### config.mk
export PLATFORM = sky130hd
export DESIGN_NAME = ram_fsm_duo
export DESIGN_NICKNAME = d
export VERILOG_FILES = /design/src/rtl/ram_fsm_pkg.sv /design/src/rtl/ram_fsm_lane.sv /design/src/rtl/ram_fsm_table.sv /design/src/rtl/ram_fsm_duo.sv
export SDC_FILE = /design/constraint.sdc
export NUM_CORES = 1
export LEC_CHECK = 0
export CAP_MARGIN = 40
export CORE_MARGIN = 2
export CORE_UTILIZATION = 50
export CTS_BUF_LIST = sky130_fd_sc_hd__clkbuf_8
export CTS_CLUSTER_SIZE = 25
export DETAILED_ROUTE_END_ITERATION = 16
export PLACE_DENSITY_LB_ADDON = 0.05
export SLEW_MARGIN = 20
export SYNTH_ARGS = -nofsm -noshare
export SYNTH_HDL_FRONTEND = slang
export SYNTH_SLANG_ARGS = --single-unit
### constraint.sdc
create_clock -name clk -period 2 [get_ports clk]
set_input_delay 0.2 -clock clk [delete_from_list [all_inputs] [get_ports clk]]
set_output_delay 0.2 -clock clk [all_outputs]
set_load 0.01 [all_outputs]
### src/rtl/ram_fsm_pkg.sv
package ram_fsm_pkg;

    // What a channel's word register does at the next edge.
    typedef enum logic [1:0] {
        LANE_RESET = 2'd0,
        LANE_HOLD  = 2'd1,
        LANE_LOAD  = 2'd2
    } lane_act_e;

    // Reset dominates; a blocked or idle channel holds.
    function automatic lane_act_e lane_action(input logic rst,
                                              input logic step,
                                              input logic blocked);
        if (rst)
            return LANE_RESET;
        else if (step && !blocked)
            return LANE_LOAD;
        else
            return LANE_HOLD;
    endfunction

    localparam int NUM_LANES = 2;

endpackage

### src/rtl/ram_fsm_lane.sv
module ram_fsm_lane #(
    parameter int N_IN    = 2,
    parameter int M_STATE = 3,
    parameter int K_OUT   = 3,
    localparam int AW     = N_IN + M_STATE,
    localparam int DW     = K_OUT + M_STATE
) (
    input  logic [N_IN-1:0]    lane_in,
    input  logic [DW-1:0]      word_q,
    output logic [AW-1:0]      rd_addr,
    output logic [K_OUT-1:0]   lane_out,
    output logic [M_STATE-1:0] lane_state
);

    // The registered table word is the state and output register.
    assign lane_state = word_q[M_STATE-1:0];
    assign lane_out   = word_q[DW-1:M_STATE];

    // Inputs in the high address bits, current state in the low bits.
    assign rd_addr = {lane_in, lane_state};

endmodule

### src/rtl/ram_fsm_table.sv
module ram_fsm_table
    import ram_fsm_pkg::*;
#(
    parameter int          AW       = 5,
    parameter int          DW       = 6,
    parameter logic [DW-1:0] RST_WORD = '0,
    localparam int         DEPTH    = 1 << AW
) (
    input  logic          clk,
    input  logic          rst,
    input  logic          wr_en,
    input  logic [AW-1:0] wr_addr,
    input  logic [DW-1:0] wr_data,
    input  logic          step_a,
    input  logic [AW-1:0] addr_a,
    output logic [DW-1:0] q_a,
    input  logic          step_b,
    input  logic [AW-1:0] addr_b,
    output logic [DW-1:0] q_b
);

    logic [DW-1:0] mem [DEPTH];
    lane_act_e     act_a, act_b;

    assign act_a = lane_action(rst, step_a, 1'b0);
    assign act_b = lane_action(rst, step_b, wr_en);

    // Host write; the reads below sample the array before this update.
    always_ff @(posedge clk) begin
        if (wr_en)
            mem[wr_addr] <= wr_data;
    end

    always_ff @(posedge clk) begin
        unique case (act_a)
            LANE_RESET: q_a <= RST_WORD;
            LANE_LOAD:  q_a <= mem[addr_a];
            default:    q_a <= q_a;
        endcase
    end

    always_ff @(posedge clk) begin
        unique case (act_b)
            LANE_RESET: q_b <= RST_WORD;
            LANE_LOAD:  q_b <= mem[addr_b];
            default:    q_b <= q_b;
        endcase
    end

    // reset loads the reset word into both channels
    a_r3_reset_a: assert property (@(posedge clk) rst |=> (q_a == RST_WORD))
        else $error("channel A not at reset word after reset");
    a_r3_reset_b: assert property (@(posedge clk) rst |=> (q_b == RST_WORD))
        else $error("channel B not at reset word after reset");

    // an idle channel keeps its word
    a_r4_hold_a: assert property (@(posedge clk) disable iff (rst)
        !step_a |=> $stable(q_a))
        else $error("channel A changed while idle");
    a_r4_hold_b: assert property (@(posedge clk) disable iff (rst)
        !step_b |=> $stable(q_b))
        else $error("channel B changed while idle");

    // a host write blocks channel B
    a_r7_write_blocks_b: assert property (@(posedge clk) disable iff (rst)
        wr_en |=> $stable(q_b))
        else $error("channel B changed during a host write");

endmodule

### src/rtl/ram_fsm_duo.sv
module ram_fsm_duo
    import ram_fsm_pkg::*;
#(
    parameter int N_IN    = 2,
    parameter int M_STATE = 3,
    parameter int K_OUT   = 3,
    parameter logic [M_STATE-1:0] RESET_STATE = '0,
    localparam int AW     = N_IN + M_STATE,
    localparam int DW     = K_OUT + M_STATE
) (
    input  logic               clk,
    input  logic               rst,
    input  logic               wr_en,
    input  logic [AW-1:0]      wr_addr,
    input  logic [DW-1:0]      wr_data,
    input  logic               a_step,
    input  logic [N_IN-1:0]    a_in,
    output logic [K_OUT-1:0]   a_out,
    output logic [M_STATE-1:0] a_state,
    input  logic               b_step,
    input  logic [N_IN-1:0]    b_in,
    output logic [K_OUT-1:0]   b_out,
    output logic [M_STATE-1:0] b_state
);

    localparam logic [DW-1:0] RST_WORD = {{K_OUT{1'b0}}, RESET_STATE};

    logic [N_IN-1:0]    lane_in    [NUM_LANES];
    logic [DW-1:0]      lane_q     [NUM_LANES];
    logic [AW-1:0]      lane_addr  [NUM_LANES];
    logic [K_OUT-1:0]   lane_out   [NUM_LANES];
    logic [M_STATE-1:0] lane_state [NUM_LANES];

    assign lane_in[0] = a_in;
    assign lane_in[1] = b_in;

    for (genvar g = 0; g < NUM_LANES; g++) begin : g_lane
        ram_fsm_lane #(
            .N_IN   (N_IN),
            .M_STATE(M_STATE),
            .K_OUT  (K_OUT)
        ) u_lane (
            .lane_in   (lane_in[g]),
            .word_q    (lane_q[g]),
            .rd_addr   (lane_addr[g]),
            .lane_out  (lane_out[g]),
            .lane_state(lane_state[g])
        );
    end

    ram_fsm_table #(
        .AW      (AW),
        .DW      (DW),
        .RST_WORD(RST_WORD)
    ) u_table (
        .clk    (clk),
        .rst    (rst),
        .wr_en  (wr_en),
        .wr_addr(wr_addr),
        .wr_data(wr_data),
        .step_a (a_step),
        .addr_a (lane_addr[0]),
        .q_a    (lane_q[0]),
        .step_b (b_step),
        .addr_b (lane_addr[1]),
        .q_b    (lane_q[1])
    );

    assign a_out   = lane_out[0];
    assign a_state = lane_state[0];
    assign b_out   = lane_out[1];
    assign b_state = lane_state[1];

endmodule

==> run metrics, run 1 <==
status=complete, but fails checks; failing checks=setup timing; DR vias/cell=6.10; final instance area=12000 um2; Max Root-Sink Buffers=3; Period Utilization, post-route=104%; most frequent cells in the layout=edfxtp_1, mux4_2, buf_4; critical path's largest stage delay=500 ps; Die W=143 um; Total Wirelength=25700 um; Via Count=5644; vias in the first global route=5921; top sig layer=met4; maxcap violations=0; CTS clk-pin slew, worst paths=60 ps; pwr dens=826 nW/um2; Final setup viols=7; Min-Delay Path Class=primary input to flip-flop; Synth area leader=edfxtp_1; dpl hpwl=16500 um; slowest CP cell=mux4_2; highest clock rate=479 MHz; number of nets in the layout=662; register area share after synthesis=63.4%; RSZ-0062 raised after global routing=yes; sequential share of power=48.7%; Slew headroom=65.7%; wire length on met1=10900 um; Max rail drop VDD=0.000760 V; WL met2=12400 um; Cells after Synth=497; total track usage=25.9%; Final Worst Setup Slack=-86.3 ps; met3 wire len=1760 um; num ports=32; initial antenna violation count=0; Final Core Density=63.5%; # rows=50; Area after DPL=10800 um2; switching part of the total=23.4%; Reg area=6130 um2; worst skew pair latency=520 ps; skew final=20.7 ps; combinational power share=13.8%; Fillers=1352; DRT iter0 DRCs=694; Worst Max-Slew Pin Slew=515 ps; GPL Wtd Cong=0.843; Critical Path RT=2260 ps; critical path cell sequence=buf_6 > buf_12 > mux4_2 > mux2i_1 > o211ai_1 > and3_1; H-tree depth=2; data arrival time of the worst path=2350 ps; Initial Util=51.3%; ys async rst share=0%; internal power=7570 uW; Slew Limit Fails=0; clock buffer count from CTS=35; Net Count, Synth=517; Post-Syn Area=9660 um2; Core Area=18800 um2; main area contributors after synthesis=edfxtp_1, mux4_2, mux2i_1; Yosys warning count=0; Root Buffer=clkbuf_8; global-route wire length before repair=37400 um; Seq cells post-synth=204; Die Height=143 um; n_diodes=0; Avg Cell Area, Syn=19.4 um2; share of cells above drive strength 1=41.5%; Pre-antenna DRT Iters=5; Setup Crit Path Kind=flip-flop to flip-flop; Hold Vio Cnt, Final=0; drt drc=0; P&R area growth vs syn=23.9%; part of the power in the clock network=37.5%; CTS tree=yes; port bufs=31; post-synth cell types=40; largest net degree at the start of global routing=37; Tot Pwr=9890 uW; most common cell after layout, fill and taps aside=edfxtp_1; leakage power total=0.00403 uW; CP Capture Type=flip-flop; CTS Sinks=204; cts hold-fix bufs=0; Worst setup SP type=flip-flop; Post-synth EDFFs=204; Worst Path Max Fanout=7; Die Area=20500 um2; final worst path period need=2090 ps; antenna viol nets, final=0; switching power total=2310 uW; multi-input logic area=3440 um2; most used flip-flop cell after synthesis=edfxtp_1; total congestion overflow=0; DR WL/cell=27.8 um; share of the synthesized area in the top cell type=63.4%
routing by layer:
layer  vias up  GRT usage (%)
met5         -              0
met4         0           8.34
met3        44           4.56
met2       264           41.5
met1      2929           36.7
li1       2407              -
synth_stat cells (3+ instances only):
library cell  number
a21oi_1            7
a31oi_1            3
nor2_1            37
nor2b_1            5
edfxtp_1         204
buf_2             10
buf_6              6
buf_4              5
and2_1             3
a221o_1            4
nand3b_1           6
mux2_2             6
mux2i_1           44
o211ai_1           5
a22oi_1           14
mux4_2            83
and3_1             5
mux4_1             7
nand2_1           11
clkbuf_1           4
logic make-up (layout without fill, tap and decap cells):
logic type             after synthesis  after routing  synth area share [%]
DFF                                204            204                  63.4
muxes                              140            140                  26.5
and+or+nand+nor                     80             80                  4.17
AOI/OAI and AO/OA                   40             40                  3.25
buffers and inverters               33            201                  2.67
layout make-up:
| class | instances | area share, % |
|---|---|---|
| clock inverters | 23 | 1.40 |
| well taps | 260 | 2.72 |
| multi-input cells | 260 | 28.7 |
| flip-flops and latches | 204 | 51.2 |
| repair buffers | 140 | 11.7 |
| clock buffers | 37 | 4.26 |
| inverters | 1 | 0.0314 |
flip-flops by register name, indices dropped and copies added, names as in the netlist:
| register | cells |
|---|---|
| u_table.mem | 192 |
| u_table.q_b | 6 |
| u_table.q_a | 6 |
power by group through the flow:
stage / Sequential (uW) / Combinational, uW / Clock (uW)
finish: 4810 / 1360 / 3710
global route: 4820 / 1440 / 3960
CTS: 4810 / 1290 / 3780
detailed placement: 4900 / 1170 / 0
global placement: 4900 / 1150 / 0
floorplan: 4900 / 696 / 0
repair_timing:
| item | in CTS | in global routing |
|---|---|---|
| pin swaps | 10 | 13 |
| cloned | 4 | 3 |
| setup endpoints to repair | 15 | 14 |
| resized for setup | 35 | 26 |
| setup buffers | 7 | 3 |
final timing paths:
check | startpoint | end | slack [ps] | cells after the start
setup / recovery | u_table.q_b[1] | u_table.q_b[4] | -90 | 6
hold / removal | b_in[1] | u_table.q_b[3] | 510 | 2
hold reg to reg | u_table.mem[12][0] | u_table.q_b[0] | 970 | 4
setup reg to reg | u_table.q_b[1] | u_table.q_b[4] | -90 | 6
worst max-delay path, delay by kind of cell, from the launching register on:
family | cells | cell delay [ps]
AO/OA/AOI/OAI | 1 | 170
AND/OR/NAND/NOR | 1 | 260
multiplexers | 2 | 640
flip-flops | 1 | 430
buffers and inverters | 2 | 330
stage by stage:
stage | setup WS, ps | instances | hold slack (ps) | setup TNS (ps)
global route | -108 | 925 | 495 | -811
floorplan | 55.3 | 497 | 299 | 0
CTS | -40.5 | 921 | 463 | -159
global placement | -135 | 850 | 914 | -802
finish | -86.3 | 925 | 507 | -291
detailed placement | -164 | 850 | 937 | -1470
Power figures use the tool's default switching activity.
==> inputs of run 2 (changes only) <==
--- a/config.mk
+++ b/config.mk
@@ -6,7 +6,7 @@
 export NUM_CORES = 1
 export LEC_CHECK = 0
 export CAP_MARGIN = 40
-export CORE_MARGIN = 2
+export CORE_MARGIN = 8
 export CORE_UTILIZATION = 50
 export CTS_BUF_LIST = sky130_fd_sc_hd__clkbuf_8
 export CTS_CLUSTER_SIZE = 25
==> run 2 against run 1 <==
  * The flow still finishes with violations (setup timing)
  * Critical endpoint unchanged
  * Die area increased by 17%
  * Sequential cell count stayed put
  * Utilization is 1.3 points lower
  * Clock power decreased by 11%
  * Wire length grew 0.81%
  * Design area about the same
  * First-iteration DRC count decreased by 8.8%
  * Register-to-register slack worse by 20 ps
==> run metrics, run 2 (synthesized netlist as in run 1, its figures left out) <==
Tot Pwr=9530 uW (-3.6%); Worst Max-Slew Pin Slew=469 ps (-45.8 ps); DR WL/cell=27.6 um (-0.49%); Max Root-Sink Buffers=3 (unchanged); status=complete, but fails checks; antenna viol nets, final=0 (unchanged); largest net degree at the start of global routing=33 (-11%); sequential share of power=50.6% (+1.9 points); Final setup viols=10 (+3); switching part of the total=24.3% (+0.86 points); global-route wire length before repair=38200 um (+2.2%); setup_tns=-501 ps (-210 ps); CP Capture Type=flip-flop; slowest CP cell=mux4_2; critical path's largest stage delay=490 ps (about the same); Die Height=155 um (+8.4%); most common cell after layout, fill and taps aside=edfxtp_1; Die Area=24000 um2 (+17%); Worst setup SP type=flip-flop; Pre-antenna DRT Iters=4 (-1); clock buffer count from CTS=35 (unchanged); Max rail drop VDD=0.000491 V (-35%); failing checks=setup timing; Worst Path Max Fanout=6 (-1); skew final=29.9 ps (+9.13 ps); total track usage=21.8% (-4.1 points); Root Buffer=clkbuf_8; Fillers=1387 (+2.6%); n_diodes=0 (unchanged); FF-to-FF Start=u_table.q_b[1]; Setup Crit Path Kind=flip-flop to flip-flop; combinational power share=14.6% (+0.8 points); # rows=51 (+2.0%); GR Layer Usage met2=34.4% (-7.1 points); Period Utilization, post-route=105% (+0.83 points); drt drc=0 (unchanged); Slew Limit Fails=0 (unchanged); GR Util met3=3.86% (-0.70 points); worst r2r dst=u_table.q_b[4]; GR Util met1=30.4% (-6.3 points); critical path cell sequence=buf_6 > buf_12 > buf_4 > mux4_2 > mux2i_1 > o211ai_1 > and3_1; GPL Wtd Cong=0.875 (+3.8%); CTS clk-pin slew, worst paths=60 ps (about the same); Slew headroom=68.7% (+3.1 points); number of nets in the layout=669 (+1.1%); Final Worst Setup Slack=-103 ps (-16.5 ps); Core Area=19200 um2 (+2.0%); most frequent cells in the layout=edfxtp_1, buf_4, mux4_2; GR peak layer=met2; internal power=7220 uW (-4.7%); CTS Sinks=204 (unchanged); data arrival time of the worst path=2360 ps (about the same); num ports=32 (unchanged); Via Count=5732 (+1.6%); final worst path period need=2100 ps (+16.5 ps); P&R area growth vs syn=23.8% (about the same); highest clock rate=476 MHz (-0.79%); largest register by flop count=u_table.mem; H-tree depth=2 (unchanged); Crit. Startpoint=u_table.q_b[1]; dpl hpwl=17100 um (+3.7%); vias in the first global route=5935 (+0.24%); Hold Vio Cnt, Final=0 (unchanged); total congestion overflow=0 (unchanged); min-delay src=b_in[1]; CP delay by family, top=multiplexers; maxcap violations=0 (unchanged); Die W=155 um (+8.4%); Top Registers=u_table.mem: 192 flops, u_table.q_a: 6 flops, u_table.q_b: 6 flops; WP buf/inv=3 (+1); max reg flops=192 (unchanged); RSZ-0062 raised after global routing=yes; Min Hold Slack=521 ps (+14.0 ps); CTS tree=yes; Hold Crit Depth=2 (unchanged); critical path depth=7 (+1); part of the power in the clock network=34.8% (-2.7 points); R2R Setup Slk=-100 ps (-20 ps); DR vias/cell=6.12 (+0.26%); WHS Endpoint=u_table.q_b[3]; port bufs=31 (unchanged); Total Wirelength=25900 um (+0.81%); leakage power total=0.00401 uW (-0.29%); DRT iter0 DRCs=633 (-8.8%); switching power total=2310 uW (-0.13%); cts hold-fix bufs=0 (unchanged); Initial Util=50.3% (-1.0 points); pwr dens=797 nW/um2 (-3.6%); Min-Delay Path Class=primary input to flip-flop; R2R cell count=7 (+1); Critical Path RT=2260 ps (about the same); worst skew pair latency=520 ps (about the same); initial antenna violation count=0 (unchanged); share of cells above drive strength 1=41.4% (-0.13 points)
## run 2: changes by cell type in the layout (fill, tap and decap cells not counted), moves of 3 or more
cell       previous run  this run
bufinv_16             3         0
a22oi_2               6         2
a22oi_1               8        12
nand2_2               0         3
clkinv_1              7        10
mux2i_2              10        13
buf_16                3         0
buf_12               10        19
mux2i_1              32        28
buf_6                 6        10
## run 2: power groups by stage
| stage | Sequential (uW) | Clock (uW) | Combinational, uW |
|---|---|---|---|
| 3_3_place_gp | 4900 | 0 | 1200 |
| 3_5_place_dp | 4910 | 0 | 1210 |
| 2_1_floorplan | 4900 | 0 | 696 |
| 5_1_grt | 4820 | 3560 | 1460 |
| 6_report | 4820 | 3320 | 1390 |
| 4_1_cts | 4820 | 3380 | 1320 |
## run 2: cell type report
| class | instances | area [um2] | share of cell area (%) |
|---|---|---|---|
| clock buffer | 37 | 509 | 4.26 |
| clock inverter | 23 | 95.1 | 0.795 |
| inverter | 1 | 3.75 | 0.0314 |
| multi-input combinational | 260 | 3410 | 28.5 |
| sequential | 204 | 6130 | 51.2 |
| tap | 265 | 332 | 2.77 |
| timing repair buffer | 147 | 1490 | 12.4 |
## run 2: worst max-delay path by stage
stage / end / slack [ps]
floorplan: u_table.q_a[5] / 60
global placement: u_table.q_b[4] / -190
detailed placement: u_table.q_b[4] / -180
CTS: u_table.q_b[2] / -90
global route: u_table.q_b[2] / -160
finish: u_table.q_b[4] / -100
## run 2: stage by stage
step | setup slack, ps | instance area (um2) | instances | utilization [%]
2_1_floorplan | 55.3 | 9660 | 497 | -
3_3_place_gp | -186 | 10900 | 857 | 56.9
3_5_place_dp | -178 | 10900 | 857 | 56.9
4_1_cts | -88.0 | 11800 | 928 | 61.4
5_1_grt | -162 | 12000 | 937 | 62.3
6_report | -103 | 12000 | 937 | 62.3
## run 2: layer usage
metal / vias up / share of wire [%]
li1: 2429 / -
met1: 2984 / 43
met2: 265 / 47
met3: 54 / 7.0
met4: 0 / 2.7
met5: - / 0
## run 2: what timing repair did
action / 4_1_cts / 5_1_grt
pin swaps: 9 / 12
endpoints found under the setup margin: 18 / 12
gates resized for setup: 37 / 16
gates cloned: 1 / 3
endpoints found under the hold margin: 0 / 0
buffers inserted: 10 / 7
==> inputs of run 3 (changes only) <==
--- a/config.mk
+++ b/config.mk
@@ -11,6 +11,7 @@
 export CTS_BUF_LIST = sky130_fd_sc_hd__clkbuf_8
 export CTS_CLUSTER_SIZE = 25
 export DETAILED_ROUTE_END_ITERATION = 16
+export GPL_TIMING_DRIVEN = 0
 export PLACE_DENSITY_LB_ADDON = 0.05
 export SLEW_MARGIN = 20
 export SYNTH_ARGS = -nofsm -noshare
==> run 3 against run 2 <==
  * The run still ends with setup timing left
  * Sequential power about the same
  * Register-to-register slack worse by 40 ps
  * Clock power increased by 5%
  * Sequential cell count is the same
  * Global-route usage rose by 0.54 points
  * Cell count decreased by 6.6%
  * Critical path depth did not move
  * Wire length is 0.51% higher
  * Via count shrank 4.0%
  * Worst setup slack worse by 41 ps
  * Design area decreased by 3.2%
  * Clock-buffer cell count is the same
==> run metrics, run 3 (synthesized netlist as in run 1, its figures left out) <==
Period Utilization, post-route=107% (+2.0 points); final worst path period need=2140 ps (+40.7 ps); Top Registers=u_table.mem: 192 flops, u_table.q_a: 6 flops, u_table.q_b: 6 flops; pre-CTS setup slack=-660 ps (-482 ps); vias in the first global route=5735 (-3.4%); Tot Pwr=9680 uW (+1.6%); clock buffer count from CTS=35 (unchanged); Initial Util=50.3% (unchanged); Worst Max-Slew Pin Slew=809 ps (+340 ps); combinational power share=14.2% (-0.4 points); part of the power in the clock network=36.1% (+1.3 points); Final Worst Setup Slack=-143 ps (-40.7 ps); CP Capture Type=flip-flop; Slew headroom=45.9% (-23 points); global-route wire length before repair=38400 um (+0.49%); most common cell after layout, fill and taps aside=edfxtp_1; maxcap violations=0 (unchanged); Setup Crit Path Kind=flip-flop to flip-flop; max reg flops=192 (unchanged); total congestion overflow=0 (unchanged); DR vias/cell=6.29 (+2.8%); Via Count=5502 (-4.0%); initial antenna violation count=0 (unchanged); Final setup viols=12 (+2); CTS clk-pin slew, worst paths=60 ps (about the same); skew final=10.9 ps (-19.0 ps); Max Root-Sink Buffers=3 (unchanged); highest clock rate=467 MHz (-1.9%); internal power=7290 uW (+1.1%); Worst Path Max Fanout=10 (+4); Root Buffer=clkbuf_8; P&R area growth vs syn=19.8%; n_diodes=0 (unchanged); CTS Sinks=204 (unchanged); status=complete, but fails checks; dpl hpwl=17500 um (+2.3%); H-tree depth=2 (unchanged); sequential share of power=49.7% (-0.9 points); failing checks=setup timing; Die W=155 um (unchanged); Min Hold Slack=189 ps (-332 ps); DR WL/cell=29.7 um (+7.6%); Core Area=19200 um2 (unchanged); Die Area=24000 um2 (unchanged); largest register by flop count=u_table.mem; # rows=51 (unchanged); Total Wirelength=26000 um (+0.51%); R2R cell count=7 (unchanged); Final Core Density=60.2% (-2.0 points); RSZ-0062 raised after global routing=yes; GPL Wtd Cong=0.986 (+13%); Hold Crit Depth=2 (unchanged); largest net degree at the start of global routing=25 (-24%); switching power total=2380 uW (+3.2%); Min-Delay Path Class=primary input to flip-flop; leakage power total=0.00368 uW (-8.2%); pwr dens=836 nW/um2 (+5.0%); switching part of the total=24.6% (+0.38 points); Pre-antenna DRT Iters=5 (+1); antenna viol nets, final=0 (unchanged); num ports=32 (unchanged); Hold Vio Cnt, Final=0 (unchanged); Max rail drop VDD=0.000553 V (+13%); CTS tree=yes; port bufs=28 (-9.7%); drt drc=0 (unchanged); total track usage=22.4% (+0.54 points); share of cells above drive strength 1=37.4% (-4.0 points); setup_tns=-910 ps (-409 ps); Die Height=155 um (unchanged); Critical Path RT=2260 ps (about the same); Slew Limit Fails=0 (unchanged); DRT iter0 DRCs=657 (+3.8%); number of nets in the layout=608 (-9.1%); data arrival time of the worst path=2400 ps (+40 ps); Worst setup SP type=flip-flop; most frequent cells in the layout=edfxtp_1, mux4_2, clkbuf_8; worst skew pair latency=510 ps (about the same)
-- run 3: timing repair --
item	4_1_cts	5_1_grt
setup endpoints to repair	12	28
hold buffers	0	0
pin swaps	8	10
setup buffers	11	8
cloned	0	1
gates resized for setup	72	25
-- run 3: critical path, stage by stage (launching register included) --
cell and delay, ps:
edfxtp_1 340, buf_6 150, buf_12 170, buf_4 120, mux4_2 510, mux2i_2 230
o211ai_1 150, and3_1 220
-- run 3: power by group through the flow --
stage                     clock, uW  combinational [uW]  sequential (uW)
final                          3490                1370             4810
after CTS                      3520                1280             4810
after detailed placement          0                1120             4900
after global placement            0                1100             4910
after floorplan                   0                 696             4900
after global routing           3730                1440             4820
-- run 3: path summary, 6_finish.rpt --
path | startpoint | endpoint | slack (ps)
setup / recovery | u_table.q_b[1] | u_table.q_b[5] | -140
hold / removal | a_in[1] | u_table.q_a[4] | 190
setup reg to reg | u_table.q_b[1] | u_table.q_b[5] | -140
hold reg to reg | u_table.mem[22][3] | u_table.q_a[3] | 930
-- run 3: per-layer routing --
layer	vias to the layer above	routed length [um]	global-route usage, %
li1	2308	-	-
met1	2894	10800	31.1
met2	254	12300	34.6
met3	46	2230	4.69
met4	0	745	7.47
met5	-	0	0
-- run 3: cell type report --
cell class / count / area [um2]
fill: 1414 / 7640
sequential: 204 / 6130
multi-input combinational: 260 / 3510
timing repair buffer: 54 / 569
clock buffer: 37 / 509
buffer: 32 / 409
tap: 265 / 332
clock inverter: 22 / 116
inverter: 1 / 3.75
-- run 3: per-stage QoR --
step,area (um2),instances
finish,11600,875
global route,11600,875
CTS,11400,866
detailed placement,10400,796
global placement,10300,790
floorplan,9660,497
